--- src/rtl/stdby_pkg.sv ---
package stdby_pkg;

    typedef enum logic [1:0] {
        ST_RUN     = 2'd0,
        ST_STANDBY = 2'd1,
        ST_SETTLE  = 2'd2
    } pm_state_e;

    localparam logic [2:0] CODE_RESERVED = 3'd6;
    localparam logic [2:0] CODE_SHORT    = 3'd7;
    localparam int         NUM_LONG      = 6;

endpackage

--- src/rtl/nmi_edge_det.sv ---
module nmi_edge_det #(
    parameter int STAGES = 2
) (
    input  logic clk,
    input  logic rst_n,
    input  logic pin_i,
    input  logic pol_i,
    output logic edge_o
);
    localparam int CHAIN_W = STAGES + 1;

    logic [CHAIN_W-1:0] chain_q;

    generate
        for (genvar i = 0; i < CHAIN_W; i++) begin : g_stage
            if (i == 0) begin : g_first
                always_ff @(posedge clk or negedge rst_n) begin
                    if (!rst_n) chain_q[i] <= 1'b0;
                    else        chain_q[i] <= pin_i;
                end
            end else begin : g_next
                always_ff @(posedge clk or negedge rst_n) begin
                    if (!rst_n) chain_q[i] <= 1'b0;
                    else        chain_q[i] <= chain_q[i-1];
                end
            end
        end
    endgenerate

    // newest synchronized sample vs the one before it
    always_comb begin
        if (pol_i) edge_o =  chain_q[STAGES-1] & ~chain_q[STAGES];
        else       edge_o = ~chain_q[STAGES-1] &  chain_q[STAGES];
    end

endmodule

--- src/rtl/settle_wait_cnt.sv ---
module settle_wait_cnt
    import stdby_pkg::*;
#(
    parameter int BASE_LOG2  = 13,
    parameter int SHORT_WAIT = 16
) (
    input  logic       clk,
    input  logic       rst_n,
    input  logic       load_i,
    input  logic [2:0] code_i,
    input  logic       step_i,
    output logic       zero_o
);
    localparam int CNT_W    = BASE_LOG2 + NUM_LONG - 1;
    localparam int LONG_MAX = BASE_LOG2 + NUM_LONG - 1;

    logic [CNT_W-1:0] cnt_q;

    // wait length minus one, so the settle state lasts exactly the wait
    function automatic logic [CNT_W-1:0] load_value(input logic [2:0] code);
        logic [63:0] len;
        if (code == CODE_SHORT)         len = 64'(SHORT_WAIT);
        else if (code == CODE_RESERVED) len = 64'd1 << LONG_MAX;
        else                            len = 64'd1 << (BASE_LOG2 + int'(code));
        return CNT_W'(len - 64'd1);
    endfunction

    always_ff @(posedge clk or negedge rst_n) begin
        if (!rst_n) begin
            cnt_q <= '0;
        end else if (load_i) begin
            cnt_q <= load_value(code_i);
        end else if (step_i && (cnt_q != '0)) begin
            cnt_q <= cnt_q - 1'b1;
        end
    end

    assign zero_o = (cnt_q == '0);

endmodule

--- src/rtl/stdby_wake_ctl.sv ---
module stdby_wake_ctl
    import stdby_pkg::*;
#(
    parameter int BASE_LOG2   = 13,
    parameter int SHORT_WAIT  = 16,
    parameter int SYNC_STAGES = 2
) (
    input  logic       clk,
    input  logic       rst_n,
    input  logic       sleep_req,
    input  logic       stby_en,
    input  logic       edge_pol,
    input  logic       nmi_pin,
    input  logic [2:0] settle_sel,
    output logic       core_clk_en,
    output logic       in_standby,
    output logic       settle_done,
    output logic       rsv_code_err
);
    pm_state_e  state_q, state_d;
    logic [2:0] sel_q;
    logic       err_q;
    logic       done_q;
    logic       wake_edge;
    logic       cnt_zero;
    logic       enter;
    logic       load;

    nmi_edge_det #(
        .STAGES (SYNC_STAGES)
    ) u_edge (
        .clk    (clk),
        .rst_n  (rst_n),
        .pin_i  (nmi_pin),
        .pol_i  (edge_pol),
        .edge_o (wake_edge)
    );

    settle_wait_cnt #(
        .BASE_LOG2  (BASE_LOG2),
        .SHORT_WAIT (SHORT_WAIT)
    ) u_cnt (
        .clk    (clk),
        .rst_n  (rst_n),
        .load_i (load),
        .code_i (sel_q),
        .step_i (state_q == ST_SETTLE),
        .zero_o (cnt_zero)
    );

    assign enter = (state_q == ST_RUN) && sleep_req && stby_en;
    assign load  = (state_q == ST_STANDBY) && wake_edge;

    always_comb begin
        state_d = state_q;
        unique case (state_q)
            ST_RUN:     if (enter)     state_d = ST_STANDBY;  // ENTER
            ST_STANDBY: if (wake_edge) state_d = ST_SETTLE;   // WAKE
            ST_SETTLE:  if (cnt_zero)  state_d = ST_RUN;      // RELEASE
            default:                   state_d = ST_RUN;
        endcase
    end

    always_ff @(posedge clk or negedge rst_n) begin
        if (!rst_n) begin
            state_q <= ST_RUN;
            sel_q   <= '0;
            err_q   <= 1'b0;
            done_q  <= 1'b0;
        end else begin
            state_q <= state_d;
            done_q  <= (state_q == ST_SETTLE) && (state_d == ST_RUN);
            if (enter) begin
                sel_q <= settle_sel;
                if (settle_sel == CODE_RESERVED) err_q <= 1'b1;
            end
        end
    end

    always_comb begin
        core_clk_en  = (state_q == ST_RUN);
        in_standby   = (state_q != ST_RUN);
        settle_done  = done_q;
        rsv_code_err = err_q;
    end

endmodule

--- config.mk ---
export PLATFORM = sky130hd
export DESIGN_NAME = stdby_wake_ctl
export DESIGN_NICKNAME = d
export VERILOG_FILES = /design/src/rtl/stdby_pkg.sv /design/src/rtl/nmi_edge_det.sv /design/src/rtl/settle_wait_cnt.sv /design/src/rtl/stdby_wake_ctl.sv
export SDC_FILE = /design/constraint.sdc
export NUM_CORES = 1
export LEC_CHECK = 0
export BUFFER_PORTS_ARGS = -buffer_cell sky130_fd_sc_hd__buf_2
export CELL_PAD_IN_SITES_DETAIL_PLACEMENT = 1
export CELL_PAD_IN_SITES_GLOBAL_PLACEMENT = 1
export CORE_ASPECT_RATIO = 0.7
export CORE_MARGIN = 3
export CORE_UTILIZATION = 50
export CTS_CLUSTER_DIAMETER = 120
export DETAILED_ROUTE_END_ITERATION = 16
export GPL_TIMING_DRIVEN = 0
export PLACE_DENSITY_LB_ADDON = 0.1
export SLEW_MARGIN = 20
export SYNTH_ARGS = -nofsm -noshare
export SYNTH_HDL_FRONTEND = slang
export SYNTH_HIERARCHICAL = 1
export SYNTH_SLANG_ARGS = --single-unit
--- constraint.sdc ---
create_clock -name clk -period 5 [get_ports clk]
set_input_delay 0.25 -clock clk [delete_from_list [all_inputs] [get_ports clk]]
set_output_delay 0.25 -clock clk [all_outputs]
set_load 0.01 [all_outputs]
== Word-level counts from Yosys, hierarchy flattened ==
Cells that the tools add are included.
Widths: inputs -> output; s select.
Storage, ports and cells
  bits of input ports: 9
  output and inout port bits: 4
  word-level logic and storage cells: 43
  register bits: 28
Operators by class
  equal/unequal tests: 5
  mux-type cells: 10
  shifts and indexed selects: 1
  add/sub/neg operators: 3
  bitwise gates (word level): 4
  reductions and logical operators: 12
Operators with widths (number)
  $mux 18: 5
  $sub 18x1->18 const B: 2
  $logic_not 18->1: 1
  $reduce_bool 18->1: 1
  $shl 1x5->18 const A: 1
  $eq 3x3->1 const B: 3
  $mux 2: 3
  $pmux 2 s3: 1
  $add 4x3->5 const A: 1
  $logic_and 1x1->1: 5
  $logic_not 2->1: 2
  $reduce_bool 2->1: 2
  $and 1x1->1: 2
  $eq 2x1->1 const B: 1
  $eq 2x2->1 const B: 1
  $not 1->1: 2
  $reduce_and 2->1: 1
  $mux 1: 1

== Depth between registers and ports, before layout ==
  depth in word-level cells: 7
  mapped depth: 15
  mapped depth without buffers: 13

== Modules after synthesis ==
Netlist, hierarchy kept.
By module, submodules not included
  settle_wait_cnt: times used 1, cells each 189, area each 1530.2 um^2, sequential area each 450.4 um^2
  stdby_wake_ctl: times used 1, cells each 22, area each 310.3 um^2, sequential area each 175.2 um^2
  nmi_edge_det: times used 1, cells each 6, area each 97.6 um^2, sequential area each 75.1 um^2

== Worst setup path after synthesis ==
Ideal clock, no wire load.
  kind: register to register
  start: reg u_edge.chain_q[1]
  end: reg u_cnt.cnt_q[14]
  path slack: 2015 ps
  arrival time: 2848 ps
  stages on the path, launching flop included: 16
  period minus slack after synthesis: 2985 ps
  cells stage by stage: dfrtp_1 > nand2b_1 > o21ai_2 > and3b_2 > buf_4 > buf_6 > inv_1 > o2bb2ai_1 > inv_1 > ha_1 > o21ai_0 > nor3_4 > nand4bb_4 > nor4_4 > mux2i_1 > o221ai_2
Between the ends
  longest elaborated chain between the ends: 5
RTL lines
  from (decl): line nmi_edge_det.sv:12  | logic [CHAIN_W-1:0] chain_q;
  from (signal, indexed assignment): line nmi_edge_det.sv:24  | else chain_q[i] <= chain_q[i-1];
  $not 1->1: line nmi_edge_det.sv:33  | else edge_o = ~chain_q[STAGES-1] & chain_q[STAGES];
  $and 1x1->1: line nmi_edge_det.sv:33
  $mux 1 *: line nmi_edge_det.sv:32  | if (pol_i) edge_o = chain_q[STAGES-1] & ~chain_q[STAGES];
  net wake_edge: line stdby_wake_ctl.sv:24  | logic wake_edge;
  $logic_and 1x1->1 *: line stdby_wake_ctl.sv:52  | assign load = (state_q == ST_STANDBY) && wake_edge;
  net load: line stdby_wake_ctl.sv:27  | logic load;
  $mux 18 or $reduce_bool 2->1 (tied branches)
  to (signal assigned): line settle_wait_cnt.sv:32  | cnt_q <= load_value(code_i);
  to (signal assigned): line settle_wait_cnt.sv:34  | cnt_q <= cnt_q - 1'b1;
  to (decl): line settle_wait_cnt.sv:17  | logic [CNT_W-1:0] cnt_q;
The timed path passes the listed nets; every way through them passes the cells marked *.
A chain may end at the register's enable or synchronous reset.

== Final worst setup path ==
  start: reg sel_q[2]
  end: reg u_cnt.cnt_q[14]
Between the ends
  longest elaborated chain between the ends: 7
RTL lines
  from (decl): line stdby_wake_ctl.sv:21  | logic [2:0] sel_q;
  from (signal assigned): line stdby_wake_ctl.sv:74  | sel_q <= settle_sel;
  $add 4x3->5: line settle_wait_cnt.sv:24  | else len = 64'd1 << (BASE_LOG2 + int'(code));
  $shl 1x5->18: line settle_wait_cnt.sv:24
  $mux 18: line settle_wait_cnt.sv:23  | else if (code == CODE_RESERVED) len = 64'd1 << LONG_MAX;
  $mux 18 *: line settle_wait_cnt.sv:22  | if (code == CODE_SHORT) len = 64'(SHORT_WAIT);
  $mux 18 *: line settle_wait_cnt.sv:31  | end else if (load_i) begin
  $sub 18x1->18 *: line settle_wait_cnt.sv:25  | return CNT_W'(len - 64'd1);
  $mux 18 *: line settle_wait_cnt.sv:31
Mark *: on every way between the ends. The rest lies on a longest branch, timed or not. The select of a mux whose other input is x is not followed.

==> reports/metrics.cfg <==
[place]
portBuffers = 12
gp_congestion = 0.957
hpwl_mm = 4.33
place_ws_ps = 1510
dpl-instance-area_sq_um = 2060

[cells_and_area]
multi_input_area_sq_um = 1150
fin_area_sq_um = 2130
drive_gt1_frac = 0.176
seq_area_sq_um = 701
mostFrequentLayoutCells = 28 x dfrtp_1, 28 x nor2_1, 21 x nand2_1, 15 x buf_2, 13 x o21ai_0
nets = 246
num-fill-cells = 438
final_util = 0.588
diodes = 0
area_delta_synth_final_pct = 10.0

[clock_network]
path_clk_slew_ps = 100
cts_max_level = 1
worstSkewPairLatency_ps = 280
clkSinkCount = 28
cts_buffers = 3
root_buffer = clkbuf_8
cts_resized = 0
clockBufferDepth = 2
cts_setup_buffers = 0
cts_tree = built
ctsHoldBuffers = 0

[critical_path]
start_kind = flip-flop
worstSetupPathType = flip-flop to flip-flop
cp_max_fo = 10
worstPathArrival_ps = 3700
end_kind = flip-flop
worst-endpoint-required_ps = 5150

[timing]
slew_headroom = 0.554
finalHoldViolCount = 28
tightestPinTransition_ps = 670
setup_viol = 0
worst_clock_skew_ps = 2.86
slew_violations = 0
rsz0062_at_grt = false
fin_setup_tns_ps = 0
layout_setup_ws_ps = 1460
worst_hold_slack_ps = -10.8
max_freq_mhz = 282
period_needed_ps = 3540
fin_crit_sh = 0.709

[detailed_routing]
vias = 1777
wl_per_cell_microns = 20.2
vias_per_cell = 6.28
drt_iter0_markers = 127
wl_mm = 5.71
detail-route-antenna-nets = 0
drc = 0
firstDrtPassIters = 4

[die]
ios = 13
die_area_sq_um = 4670
die_width_microns = 80.4
core_sq_um = 3630
num_rows = 18
start_util = 0.535
die_h_microns = 58.1

[power]
irDropWorstVdd_v = 0.000473
p_per_area_nw_per_um2 = 614
power.leakage_nw = 0.866
p_total_mw = 1.31

[logic_synthesis]
synth_nets = 229
ys_seq_area_frac = 0.362
syn_avg_cell_area_sq_um = 8.93
synth_area_sq_um = 1940
ys_ff_latch = 28
synth_cell_types = 59
async_flop_share = 1.00
synth_top_area_frac = 0.362
synthTopCellsByArea = dfrtp_1 36%, nor2_1 5.4%, nand2_1 4.1%
synthCells = 217
synth-edff-count = 0
ys.flop_type = dfrtp_1
yosysTopAreaCell = dfrtp_1
yosysWarnings = 6

[global_route]
grt_max_degree = 29
track_usage = 0.267
grt_pass1_vias = 1881
antenna_found_initial = 0
overflow = 0
grt_pass1_wl_mm = 9.50

[min_path]
min_path_type = input port to async pin

[flow_run]
cap_viol_max_count = 0

[status]
status = complete, but fails checks
violations = hold timing

## power breakdown
group	leakage, nW	internal, mW	switching [mW]
combinational	0.474	0.273	0.434
sequential	0.356	0.309	0.106
clock	0.0357	0.107	0.0784
## synthesized netlist by cell type (all sizes together), types with 3 or more instances
cell type  count
o31ai          5
o21ai         17
nor4           5
buf            6
nor2          30
nor3           9
mux2i          3
nand2b         4
nand4          3
xor2           3
ha             3
or3            3
a21oi         11
nand3          4
nand2         21
or2            3
o211ai         4
dfrtp         28
xnor2          5
mux2           4
nand3b         3
inv           12
o32ai          3
## routing by layer
metal | GRT usage | wire length, microns | part of all wire | vias to the layer above
met5 | 0 | 0 | 0 | -
met4 | 0.0699 | 49 | 0.0086 | 0
li1 | - | - | - | 816
met2 | 0.432 | 2750 | 0.48 | 54
met1 | 0.373 | 2610 | 0.46 | 896
met3 | 0.0497 | 302 | 0.053 | 11
## state kept, by name, indices dropped and copies added (netlist names)
register        flops
u_edge/chain_q      3
rsv_code_err        1
u_cnt/cnt_q        18
sel_q               3
state_q             2
settle_done         1
## cell families (layout without fill, tap and decap cells)
kind of cell    Yosys count  count (layout)  synth area share
simple gates            101             101             0.317
compound gates           51              51             0.177
flops                    28              28             0.362
buf+inv                  19              35            0.0445
xor+xnor                  8               8            0.0362
mux                       7               7            0.0445
fa+ha+maj                 3               3            0.0194
## stage by stage
stage                     std cells  hold WS (ps)
after global routing            283          37.8
after global placement          279           298
final                           283         -10.8
after detailed placement        279           325
after floorplan                 217         -45.6
after CTS                       283          3.47
## path summary, 6_finish.rpt
kind	startpoint	to	slack [ps]	cells after the start
worst min register to register	u_edge/chain_q[0]	u_edge/chain_q[1]	370	0
min in group clk	nmi_pin	u_edge/chain_q[0]	70	1
worst min-delay path	rst_n	u_cnt/cnt_q[0]	-10	1
worst max-delay path	sel_q[2]	u_cnt/cnt_q[14]	1460	13
max in group asynchronous	rst_n	u_cnt/cnt_q[14]	4580	1
worst max register to register	sel_q[2]	u_cnt/cnt_q[14]	1460	13
## critical path, cell delays in order, from the launching register on
cell and delay (ps):
dfrtp_1 520, inv_1 220, ha_1 350, buf_2 190, nand2b_1 220, o32ai_1 150
inv_1 80, ha_1 170, o21ai_0 170, nor3_4 370, nand4bb_4 180, nor4_4 410
mux2i_1 270, o221ai_2 120
## area by class of cell
class,instances,share of cell area
Buffer,7,0.0194
Clock buffer,3,0.0194
Clock inverter,1,0.0141
Inverter,12,0.0211
Multi-Input combinational cell,170,0.540
Sequential cell,28,0.329
Tap cell,50,0.0293
Timing Repair Buffer,12,0.0282
Power figures use the tool's default switching activity.
